==> config.mk <==
export PLATFORM = sky130hd
export DESIGN_NAME = msi_msg_unit
export DESIGN_NICKNAME = d
export VERILOG_FILES = /design/src/rtl/msi_pkg.sv /design/src/rtl/msi_cfg_regs.sv /design/src/rtl/msi_vec_engine.sv /design/src/rtl/msi_msg_unit.sv
export SDC_FILE = /design/constraint.sdc
export NUM_CORES = 1
export LEC_CHECK = 0
export CORE_MARGIN = 3
export CORE_UTILIZATION = 40
export CTS_CLUSTER_SIZE = 20
export DETAILED_ROUTE_END_ITERATION = 12
export GPL_TIMING_DRIVEN = 0
export PLACE_DENSITY_LB_ADDON = 0.05
export SYNTH_ARGS = -nofsm -noshare
export SYNTH_HDL_FRONTEND = slang
export SYNTH_HIERARCHICAL = 1
export SYNTH_SLANG_ARGS = --single-unit
==> constraint.sdc <==
create_clock -name clk -period 8.9 [get_ports clk]
set_input_delay 1.335 -clock clk [delete_from_list [all_inputs] [get_ports clk]]
set_output_delay 1.335 -clock clk [all_outputs]
set_load 0.05 [all_outputs]
==> src/rtl/msi_pkg.sv <==
package msi_pkg;

    localparam logic [7:0] CAP_CODE = 8'h05;

    // Dword layout of the register port
    localparam logic [2:0] IDX_CTRL    = 3'd0;
    localparam logic [2:0] IDX_ADDR_LO = 3'd1;
    localparam logic [2:0] IDX_ADDR_HI = 3'd2;
    localparam logic [2:0] IDX_DATA    = 3'd3;
    localparam logic [2:0] IDX_MASK    = 3'd4;
    localparam logic [2:0] IDX_PEND    = 3'd5;

    // Replace the low k bits of the base word with the vector number
    function automatic logic [15:0] merge_vec(input logic [15:0] base,
                                              input logic [2:0]  k,
                                              input logic [15:0] vec);
        logic [15:0] fld;
        fld = (16'd1 << k) - 16'd1;
        return (base & ~fld) | (vec & fld);
    endfunction

endpackage

==> src/rtl/msi_cfg_regs.sv <==
module msi_cfg_regs
    import msi_pkg::*;
#(
    parameter int         NUM_VEC      = 32,
    parameter int         REQ_LOG2     = 5,
    parameter bit         HAS_ADDR64   = 1'b1,
    parameter bit         HAS_VEC_MASK = 1'b1,
    parameter logic [7:0] NEXT_PTR     = 8'h00
) (
    input  logic               clk,
    input  logic               rst_n,
    input  logic               cfg_we,
    input  logic [2:0]         cfg_idx,
    input  logic [31:0]        cfg_wdata,
    output logic [31:0]        cfg_rdata,
    input  logic [NUM_VEC-1:0] pend_i,
    output logic               en_o,
    output logic [2:0]         eff_k_o,
    output logic [NUM_VEC-1:0] mask_o,
    output logic [15:0]        data_o,
    output logic [63:0]        addr_o
);

    localparam logic [2:0] REQ_K = 3'(REQ_LOG2);

    typedef struct packed {
        logic               en;
        logic [2:0]         alloc;
        logic [29:0]        alo;
        logic [31:0]        ahi;
        logic [15:0]        data;
        logic [NUM_VEC-1:0] mask;
    } cfg_t;

    cfg_t cfg_d, cfg_q;
    logic [15:0] ctrl_w;

    always_comb begin
        cfg_d = cfg_q;
        if (cfg_we) begin
            case (cfg_idx)
                IDX_CTRL: begin
                    cfg_d.en    = cfg_wdata[16];
                    cfg_d.alloc = cfg_wdata[22:20];
                end
                IDX_ADDR_LO: cfg_d.alo = cfg_wdata[31:2];
                IDX_ADDR_HI: if (HAS_ADDR64) cfg_d.ahi = cfg_wdata;
                IDX_DATA:    cfg_d.data = cfg_wdata[15:0];
                IDX_MASK:    if (HAS_VEC_MASK) cfg_d.mask = cfg_wdata[NUM_VEC-1:0];
                default: ;
            endcase
        end
    end

    always_ff @(posedge clk) begin
        if (!rst_n) cfg_q <= '0;
        else        cfg_q <= cfg_d;
    end

    always_comb begin
        ctrl_w = {7'd0, HAS_VEC_MASK, HAS_ADDR64, cfg_q.alloc, REQ_K, cfg_q.en};
        case (cfg_idx)
            IDX_CTRL:    cfg_rdata = {ctrl_w, NEXT_PTR, CAP_CODE};
            IDX_ADDR_LO: cfg_rdata = {cfg_q.alo, 2'b00};
            IDX_ADDR_HI: cfg_rdata = cfg_q.ahi;
            IDX_DATA:    cfg_rdata = {16'd0, cfg_q.data};
            IDX_MASK:    cfg_rdata = 32'(cfg_q.mask);
            IDX_PEND:    cfg_rdata = HAS_VEC_MASK ? 32'(pend_i) : 32'd0;
            default:     cfg_rdata = 32'd0;
        endcase
    end

    assign en_o    = cfg_q.en;
    assign eff_k_o = (cfg_q.alloc > REQ_K) ? REQ_K : cfg_q.alloc;
    assign mask_o  = cfg_q.mask;
    assign data_o  = cfg_q.data;
    assign addr_o  = {cfg_q.ahi, cfg_q.alo, 2'b00};

    // Register state changes only through the write port
    assert_cfg_stable_R2: assert property (@(posedge clk) disable iff (!rst_n)
        !cfg_we |=> $stable(cfg_q));

    // Writes to the pending index leave every stored field untouched
    assert_pend_write_ignored_R7: assert property (@(posedge clk) disable iff (!rst_n)
        cfg_we && cfg_idx == IDX_PEND |=> $stable(cfg_q));

endmodule

==> src/rtl/msi_vec_engine.sv <==
module msi_vec_engine
    import msi_pkg::*;
#(
    parameter int NUM_VEC      = 32,
    parameter int VEC_W        = 5,
    parameter bit HAS_VEC_MASK = 1'b1
) (
    input  logic               clk,
    input  logic               rst_n,
    input  logic               en_i,
    input  logic [2:0]         eff_k_i,
    input  logic [NUM_VEC-1:0] mask_i,
    input  logic [15:0]        data_i,
    input  logic [63:0]        addr_i,
    input  logic [NUM_VEC-1:0] irq_i,
    output logic [NUM_VEC-1:0] pend_o,
    output logic               msg_valid_o,
    input  logic               msg_ready_i,
    output logic [63:0]        msg_addr_o,
    output logic [15:0]        msg_data_o
);

    typedef struct packed {
        logic [NUM_VEC-1:0] pend;
        logic               valid;
        logic [VEC_W-1:0]   vec;
        logic [15:0]        data;
        logic [63:0]        addr;
    } eng_t;

    eng_t eng_d, eng_q;

    logic [NUM_VEC-1:0] set_v, clr_v, cand;
    logic [5:0]         top_vec;
    logic [VEC_W-1:0]   sel;
    logic               found;

    always_comb begin
        // Fold requests above the granted range onto the top vector
        top_vec = (6'd1 << eff_k_i) - 6'd1;
        set_v   = '0;
        if (en_i) begin
            for (int i = 0; i < NUM_VEC; i++) begin
                if (irq_i[i]) begin
                    if (i > int'(top_vec)) set_v[top_vec[VEC_W-1:0]] = 1'b1;
                    else                   set_v[i]                  = 1'b1;
                end
            end
        end

        // Lowest-numbered unmasked pending vector wins
        cand  = eng_q.pend & ~(HAS_VEC_MASK ? mask_i : '0);
        found = 1'b0;
        sel   = '0;
        for (int i = NUM_VEC - 1; i >= 0; i--) begin
            if (cand[i]) begin
                found = 1'b1;
                sel   = VEC_W'(i);
            end
        end

        eng_d = eng_q;
        clr_v = '0;
        if (!eng_q.valid || msg_ready_i) begin
            eng_d.valid = 1'b0;
            if (en_i && found) begin
                eng_d.valid = 1'b1;
                eng_d.vec   = sel;
                eng_d.data  = merge_vec(data_i, eff_k_i, 16'(sel));
                eng_d.addr  = addr_i;
                clr_v[sel]  = 1'b1;
            end
        end
        eng_d.pend = (eng_q.pend & ~clr_v) | set_v;
    end

    always_ff @(posedge clk) begin
        if (!rst_n) eng_q <= '0;
        else        eng_q <= eng_d;
    end

    assign pend_o      = eng_q.pend;
    assign msg_valid_o = eng_q.valid;
    assign msg_addr_o  = eng_q.addr;
    assign msg_data_o  = eng_q.data;

    assert_hold_R8: assert property (@(posedge clk) disable iff (!rst_n)
        msg_valid_o && !msg_ready_i |=> msg_valid_o && $stable(msg_addr_o) && $stable(msg_data_o));

    assert_no_issue_disabled_R6: assert property (@(posedge clk) disable iff (!rst_n)
        $rose(msg_valid_o) |-> $past(en_i));

    assert_no_capture_disabled_R6: assert property (@(posedge clk) disable iff (!rst_n)
        !en_i |=> (eng_q.pend & ~$past(eng_q.pend)) == '0);

    assert_single_issue_R9: assert property (@(posedge clk) disable iff (!rst_n)
        $onehot0(clr_v));

    generate
        if (HAS_VEC_MASK) begin : g_mask_chk
            for (genvar g = 0; g < NUM_VEC; g++) begin : g_vec
                assert_masked_held_R5: assert property (@(posedge clk) disable iff (!rst_n)
                    eng_q.pend[g] && mask_i[g] |=> eng_q.pend[g]);
            end
        end
    endgenerate

endmodule

==> src/rtl/msi_msg_unit.sv <==
module msi_msg_unit
    import msi_pkg::*;
#(
    parameter int         REQ_LOG2     = 5,
    parameter bit         HAS_ADDR64   = 1'b1,
    parameter bit         HAS_VEC_MASK = 1'b1,
    parameter logic [7:0] NEXT_PTR     = 8'h00,
    localparam int        NUM_VEC      = 1 << REQ_LOG2,
    localparam int        VEC_W        = (REQ_LOG2 < 1) ? 1 : REQ_LOG2
) (
    input  logic               clk,
    input  logic               rst_n,
    input  logic               cfg_we,
    input  logic [2:0]         cfg_idx,
    input  logic [31:0]        cfg_wdata,
    output logic [31:0]        cfg_rdata,
    input  logic [NUM_VEC-1:0] irq_req,
    output logic               msg_valid,
    input  logic               msg_ready,
    output logic [63:0]        msg_addr,
    output logic [15:0]        msg_data
);

    logic               en;
    logic [2:0]         eff_k;
    logic [NUM_VEC-1:0] mask, pend;
    logic [15:0]        base_data;
    logic [63:0]        base_addr;

    msi_cfg_regs #(
        .NUM_VEC(NUM_VEC), .REQ_LOG2(REQ_LOG2), .HAS_ADDR64(HAS_ADDR64),
        .HAS_VEC_MASK(HAS_VEC_MASK), .NEXT_PTR(NEXT_PTR)
    ) u_regs (
        .clk(clk), .rst_n(rst_n), .cfg_we(cfg_we), .cfg_idx(cfg_idx),
        .cfg_wdata(cfg_wdata), .cfg_rdata(cfg_rdata), .pend_i(pend),
        .en_o(en), .eff_k_o(eff_k), .mask_o(mask), .data_o(base_data),
        .addr_o(base_addr)
    );

    msi_vec_engine #(
        .NUM_VEC(NUM_VEC), .VEC_W(VEC_W), .HAS_VEC_MASK(HAS_VEC_MASK)
    ) u_eng (
        .clk(clk), .rst_n(rst_n), .en_i(en), .eff_k_i(eff_k), .mask_i(mask),
        .data_i(base_data), .addr_i(base_addr), .irq_i(irq_req), .pend_o(pend),
        .msg_valid_o(msg_valid), .msg_ready_i(msg_ready),
        .msg_addr_o(msg_addr), .msg_data_o(msg_data)
    );

    assert_addr_aligned_R3: assert property (@(posedge clk) disable iff (!rst_n)
        msg_valid |-> msg_addr[1:0] == 2'b00);

endmodule

# After elaboration in Yosys (flattened, before gate mapping)
# Cells that the tools add are included.
# W data, S select, Z words.
# op_classes
eq_ne,5
n_reduce_logical,12
bitwise_logic,40
n_addsub,2
mux,229
shifts,2
n_lt_le_gt_ge,36
# ops
operator,n
$mux W32,64
$or A32 B32 Y32,31
$pmux W32 S6,1
$mux W5,34
$gt A5 B6 Y1 const A,16
$mux W86,1
$mux W1,69
$and A32 B32 Y32,2
$not A32 Y32,2
$mux W30,2
$mux W29,2
$mux W28,2
$mux W27,2
$mux W26,2
$mux W25,2
$gt A4 B6 Y1 const A,8
$mux W24,2
$mux W23,2
$mux W22,2
$mux W21,2
$mux W20,2
$mux W19,2
$mux W18,2
$mux W17,2
39 further kinds,70
# word_totals
out_inout_bits,113
input_bits,71
wordCells,337
ff_bits,230

# Longest topological paths before layout
# logic_depth
word_depth,133
mapped_depth,16
depth_no_buf,12

# Hierarchy
# Netlist, hierarchy kept.
# by_module_without_submodules
mod,area_each_um2,cells_per_inst,instances,seq_area_each_um2
msi_vec_engine,7163.1,975,1,2262.2
msi_cfg_regs,6338.6,769,1,2282.2

# Worst setup path before layout
# No wires, ideal clock.
# synth_path
kind,input to output
start,in cfg_idx[1]
end,out cfg_rdata[16]
stages,6
t_required_ns,7.565
path_slack_ns,4.682
n_path_buf,3
arrival_ns,2.883
path_cell_list,buf_2 > buf_6 > nor2b_2 > buf_2 > a22oi_1 > o22ai_1
# synth_between
elab_chain_len,2
word_cells_on_any_way,7
cone_classes,5 x eq/ne; 1 x mux; 1 x reduce/logical
# synth_lines
item,line_no,text
"start, declared",msi_msg_unit.sv:14,"input logic [2:0] cfg_idx,"
$eq A3 B3 Y1 (tied with other cells),msi_cfg_regs.sv:62,case (cfg_idx)
$pmux W32 S6 *,msi_cfg_regs.sv:62,
"end, declared",msi_msg_unit.sv:16,"output logic [31:0] cfg_rdata,"
# Every way passes the cells marked *; elsewhere a longest branch is shown, timed or not.

# Worst setup path in the final report
# layout_path
start,reg u_regs/cfg_q[112] (netlist bit)
end,"reg u_eng.eng_q, in the netlist u_eng/pend_o[31]"
# layout_between
elab_chain_len,133
word_cells_on_any_way,165
cone_classes,1 x add/sub; 34 x order compare; 1 x shift; 96 x mux; 32 x bitwise; 1 x reduce/logical
# layout_lines
item,line_no,text
"start, declared",msi_cfg_regs.sv:35,"cfg_t cfg_d, cfg_q;"
"start signal, assigned",msi_cfg_regs.sv:57,else cfg_q <= cfg_d;
$gt A3 B3 Y1,msi_cfg_regs.sv:74,assign eff_k_o = (cfg_q.alloc > REQ_K) ? REQ_K : cfg_q.alloc;
$mux W3 *,msi_cfg_regs.sv:74,
named net eff_k[2],msi_msg_unit.sv:25,logic [2:0] eff_k;
$shl A1 B3 Y6 *,msi_vec_engine.sv:40,top_vec = (6'd1 << eff_k_i) - 6'd1;
$sub A6 B1 Y6 *,msi_vec_engine.sv:40,
$lt A5 B6 Y1 (implied by the code) or $ge A5 B1 Y1 (tied branches),msi_vec_engine.sv:45,if (i > int'(top_vec)) set_v[top_vec[VEC_W-1:0]] = 1'b1;
$logic_and A1 B1 Y1 (implied by the code),msi_vec_engine.sv:45,
$mux W1 (implied by the code),msi_vec_engine.sv:45,
(+118 left out),--,
$mux W1,msi_vec_engine.sv:45,
$mux W32,msi_vec_engine.sv:44,if (irq_i[i]) begin
$mux W32,msi_vec_engine.sv:42,if (en_i) begin
$or A32 B32 Y32 (no line),--,
$mux W1,msi_vec_engine.sv:45,
$mux W32 *,msi_vec_engine.sv:44,
$mux W32 *,msi_vec_engine.sv:42,
$or A32 B32 Y32 *,msi_vec_engine.sv:74,eng_d.pend = (eng_q.pend & ~clr_v) | set_v;
"end signal, assigned",msi_vec_engine.sv:79,else eng_q <= eng_d;
"end, declared",msi_vec_engine.sv:31,"eng_t eng_d, eng_q;"
# Mark *: on every way through the listed nets, which the timed path passes. The rest lies on a longest branch. The select of a mux whose other input is x is not followed.
# A chain may end at the register's enable or synchronous reset.

==> impl_results.md <==
* Setup Viol. Count Final at 0
* Critical path fanouts, max at 10
* Most instantiated cells after synthesis: sky130_fd_sc_hd__nand2_1, sky130_fd_sc_hd__dfxtp_1, sky130_fd_sc_hd__buf_4
* Class of the tightest hold or removal check: reg -> reg
* Clock Skews at 0.0269 ns
* Routed wl met2 at 25600 um
* CTS tree: built
* Reg-to-reg slack, setup at 3.24 ns
* Kind of end point of the critical path: flop
* First-pass GRT wire length at 87400 um
* Number of iterations in the first detailed-routing pass at 5
* Rows at 66
* Origin of the worst min-delay path: u_eng/msg_addr_o[23]
* Post-detailed-placement cell area at 15900 um2
* Layout Area Growth over Synthesis at 23.7%
* Iteration-0 DRC Markers at 1548
* Post-cts resize count at 0
* Antenna violations before repair at 2
* Total of warnings raised by yosys at 6
* Synthesized flop and latch total at 227
* Setup tns final at 0 ns
* Static leakage power at 6.03 nW
* Peak clock frequency supported by timing at 0.177 GHz
* Synthesized area per cell at 7.74 um2
* Maximum clock path buffer count at 3
* Sum of routed wire segments on met1 at 26200 um
* Top-level I/O count at 184
* Number of setup buffers added after CTS at 0
* Vias in the first global route at 13.5k
* CP startpoint kind: flop
* Worst reg2reg path startpoint: u_regs/cfg_q[112]
* RSZ-0062 raised after global routing: no
* Max_slew headroom at 0.127
* Final Hold Viols at 0
* Max-slew violations at 0
* Final min period at 5.66 ns
* Hold EP: u_eng/msg_addr_o[23]
* Die area at 36000 um2
* Sequential cell area at 4540 um2
* Detailed-route wire length per cell at 24.9 um
* GR Util All Layers at 0.322
* X dimension of the die at 190 um
* Via count of the routed design at 14.3k
* Data arrival time of the critical path at 6.07 ns
* Cts-stage hold buffer count at 0
* Library cell with the largest summed area after synthesis: sky130_fd_sc_hd__dfxtp_1
* Area of the multi-input gates at 7470 um2
* Port bufs at 180
* CTS H-tree lvls at 1
* Clock latency reported for the late side of the worst-skew pair at 0.56 ns
* Standard cell core area at 32900 um2
* Count of antenna-violating nets left after detailed routing at 0
* Vias per Instance at 5.92
* Number of unique standard cell types used by synthesis at 92
* Hpwl dp at 48200 um
* Max VDD drop at 131 uV
* Layout cells sized above 1 at 0.121
* Starting density of the core at 0.411
* Routability congestion estimate from global placement at 0.985
* Clk Tree Root Cell: sky130_fd_sc_hd__clkbuf_16
* Area share of the largest cell type after synthesis at 0.337
* Part of the Yosys area used for sequential elements at 0.337
* Die Ht at 190 um
* Worst Path Class, Setup: reg -> reg
* Gate count of the mapped netlist at 1744
* Combined area of all synthesized cells at 13500 um2
* Uppermost metal layer occupied by signal nets: met4
* Clock-pin slew of the registers on the worst-case setup and hold paths at 0.06 ns
* Maximum number of pins on one net before global-route repair at 15
* Layout fillers at 3261
* Cts bufs inserted at 26
* Pwr dens at 145 nW/um2
* Tcrit/Tclk final at 0.635
* Required arrival time at the worst endpoint at 9.31 ns
* Wirelength, routed at 60200 um
* Critical register-to-register path endpoint: u_eng/pend_o[31]
* Outcome: finished clean
* Dominant synthesized flop cell: sky130_fd_sc_hd__dfxtp_1
* Post-synth ARST share at 0
* Post-route DRC at 0
* Worst-case reg-to-reg path depth at 15
* Worst slew pin tran at 1.31 ns
* Top area cells in the synthesized netlist: sky130_fd_sc_hd__dfxtp_1, sky130_fd_sc_hd__nand2_1, sky130_fd_sc_hd__buf_4
* Number of synthesized flops with an enable pin at 0
* Number of nets in the layout at 2030
* Most common cell in the synthesized netlist: sky130_fd_sc_hd__nand2_1
* Cell area after layout at 16700 um2
* Hold path cells at 2
* GRT overflow at 0
* Number of max-cap violations at 0
* Met3 wirelength from detailed routing at 6490 um
* Sinks on Clock Net at 227
-- stage by stage --
| stage | util | cells | hold slack [ns] | total power, mW | worst slack, ns |
|---|---|---|---|---|---|
| after floorplan | - | 1745 | 0.443 | 1.23 | 4.68 |
| after global placement | 0.483 | 2367 | 0.443 | 1.39 | 3.46 |
| after detailed placement | 0.483 | 2367 | 0.445 | 1.38 | 3.57 |
| after CTS | 0.508 | 2411 | 0.453 | 2.42 | 3.57 |
| after global routing | 0.508 | 2412 | 0.475 | 2.49 | 3.25 |
| final | 0.508 | 2415 | 0.453 | 2.43 | 3.24 |
-- how the worst max path moves through the flow --
stage / slack [ns] / endpoint / cells after the start / start
floorplan: 4.68 / cfg_rdata[16] / 6 / cfg_idx[1]
global placement: 3.46 / u_eng/pend_o[31] / 15 / u_regs/cfg_q[112]
detailed placement: 3.57 / cfg_rdata[20] / 7 / cfg_idx[2]
CTS: 3.57 / cfg_rdata[20] / 7 / cfg_idx[2]
global route: 3.25 / u_eng/pend_o[31] / 15 / u_regs/cfg_q[112]
finish: 3.24 / u_eng/pend_o[31] / 15 / u_regs/cfg_q[112]
-- per-layer routing --
metal  vias to the layer above  global-route usage
met3                       120              0.0859
met2                       827               0.488
met4                         0              0.0984
li1                       6488                   -
met5                         -                   0
met1                      6859               0.448
-- critical path: stages (launching register included) --
cell	delay, ns
sky130_fd_sc_hd__dfxtp_1	0.35
sky130_fd_sc_hd__clkbuf_1	0.18
sky130_fd_sc_hd__buf_2	0.23
sky130_fd_sc_hd__buf_4	0.20
sky130_fd_sc_hd__buf_2	0.22
sky130_fd_sc_hd__or3_1	0.49
sky130_fd_sc_hd__inv_1	0.18
sky130_fd_sc_hd__ha_1	0.24
sky130_fd_sc_hd__clkbuf_1	0.51
sky130_fd_sc_hd__nand2b_1	0.19
sky130_fd_sc_hd__a221oi_1	0.26
sky130_fd_sc_hd__a21oi_1	0.72
sky130_fd_sc_hd__nand3_1	0.44
sky130_fd_sc_hd__nor4b_1	0.67
sky130_fd_sc_hd__nor4b_1	0.53
sky130_fd_sc_hd__o31ai_1	0.11
-- cells in the final DEF (no fill, tap or decap), drive strengths merged, types with 17 or more instances in the layout --
master / n
inv: 17
nor2b: 48
o211ai: 25
o21ai: 33
a22oi: 31
a21boi: 110
nand4: 24
a21o: 18
o22ai: 29
nand2b: 36
nand2: 412
nor2: 60
clkbuf: 94
nor3: 22
dfxtp: 227
nand3: 42
mux2i: 47
buf: 171
clkdlybuf4s50: 180
a21oi: 116
-- state kept, by name, indices dropped and copies added, names as in the netlist --
name               cells
u_regs/en_o            1
u_regs/cfg_q           3
u_regs/data_o         16
u_eng/msg_data_o      16
u_regs/addr_o         62
u_regs/mask_o         32
u_eng/msg_addr_o      64
u_eng/msg_valid_o      1
u_eng/pend_o          32
-- layout make-up --
class | instances | share of cell area
clock inverters | 12 | 0.00727
repair buffers | 180 | 0.108
flip-flops and latches | 227 | 0.272
plain buffers | 233 | 0.0856
clock buffers | 32 | 0.0427
well taps | 442 | 0.0331
diodes | 4 | 0.000599
inverters | 16 | 0.00360
multi-input cells | 1269 | 0.447
-- power breakdown --
| group | switching [mW] | leakage [nW] | internal (mW) |
|---|---|---|---|
| logic | 0.220 | 3.79 | 0.114 |
| clock network | 0.454 | 0.406 | 0.599 |
| registers | 0.0115 | 1.83 | 1.03 |
| total | 0.686 | 6.03 | 1.74 |
-- cells by family after synthesis --
| kind of cell | count (synthesis) | share of synthesized area |
|---|---|---|
| other cells | 1 | 0.000278 |
| mux | 52 | 0.0390 |
| fa+ha+maj | 6 | 0.00556 |
| xor+xnor | 3 | 0.00195 |
| buf+inv | 249 | 0.110 |
| flops | 227 | 0.337 |
| simple gates | 737 | 0.264 |
| compound gates | 469 | 0.242 |
Power figures use the tool's default switching activity.
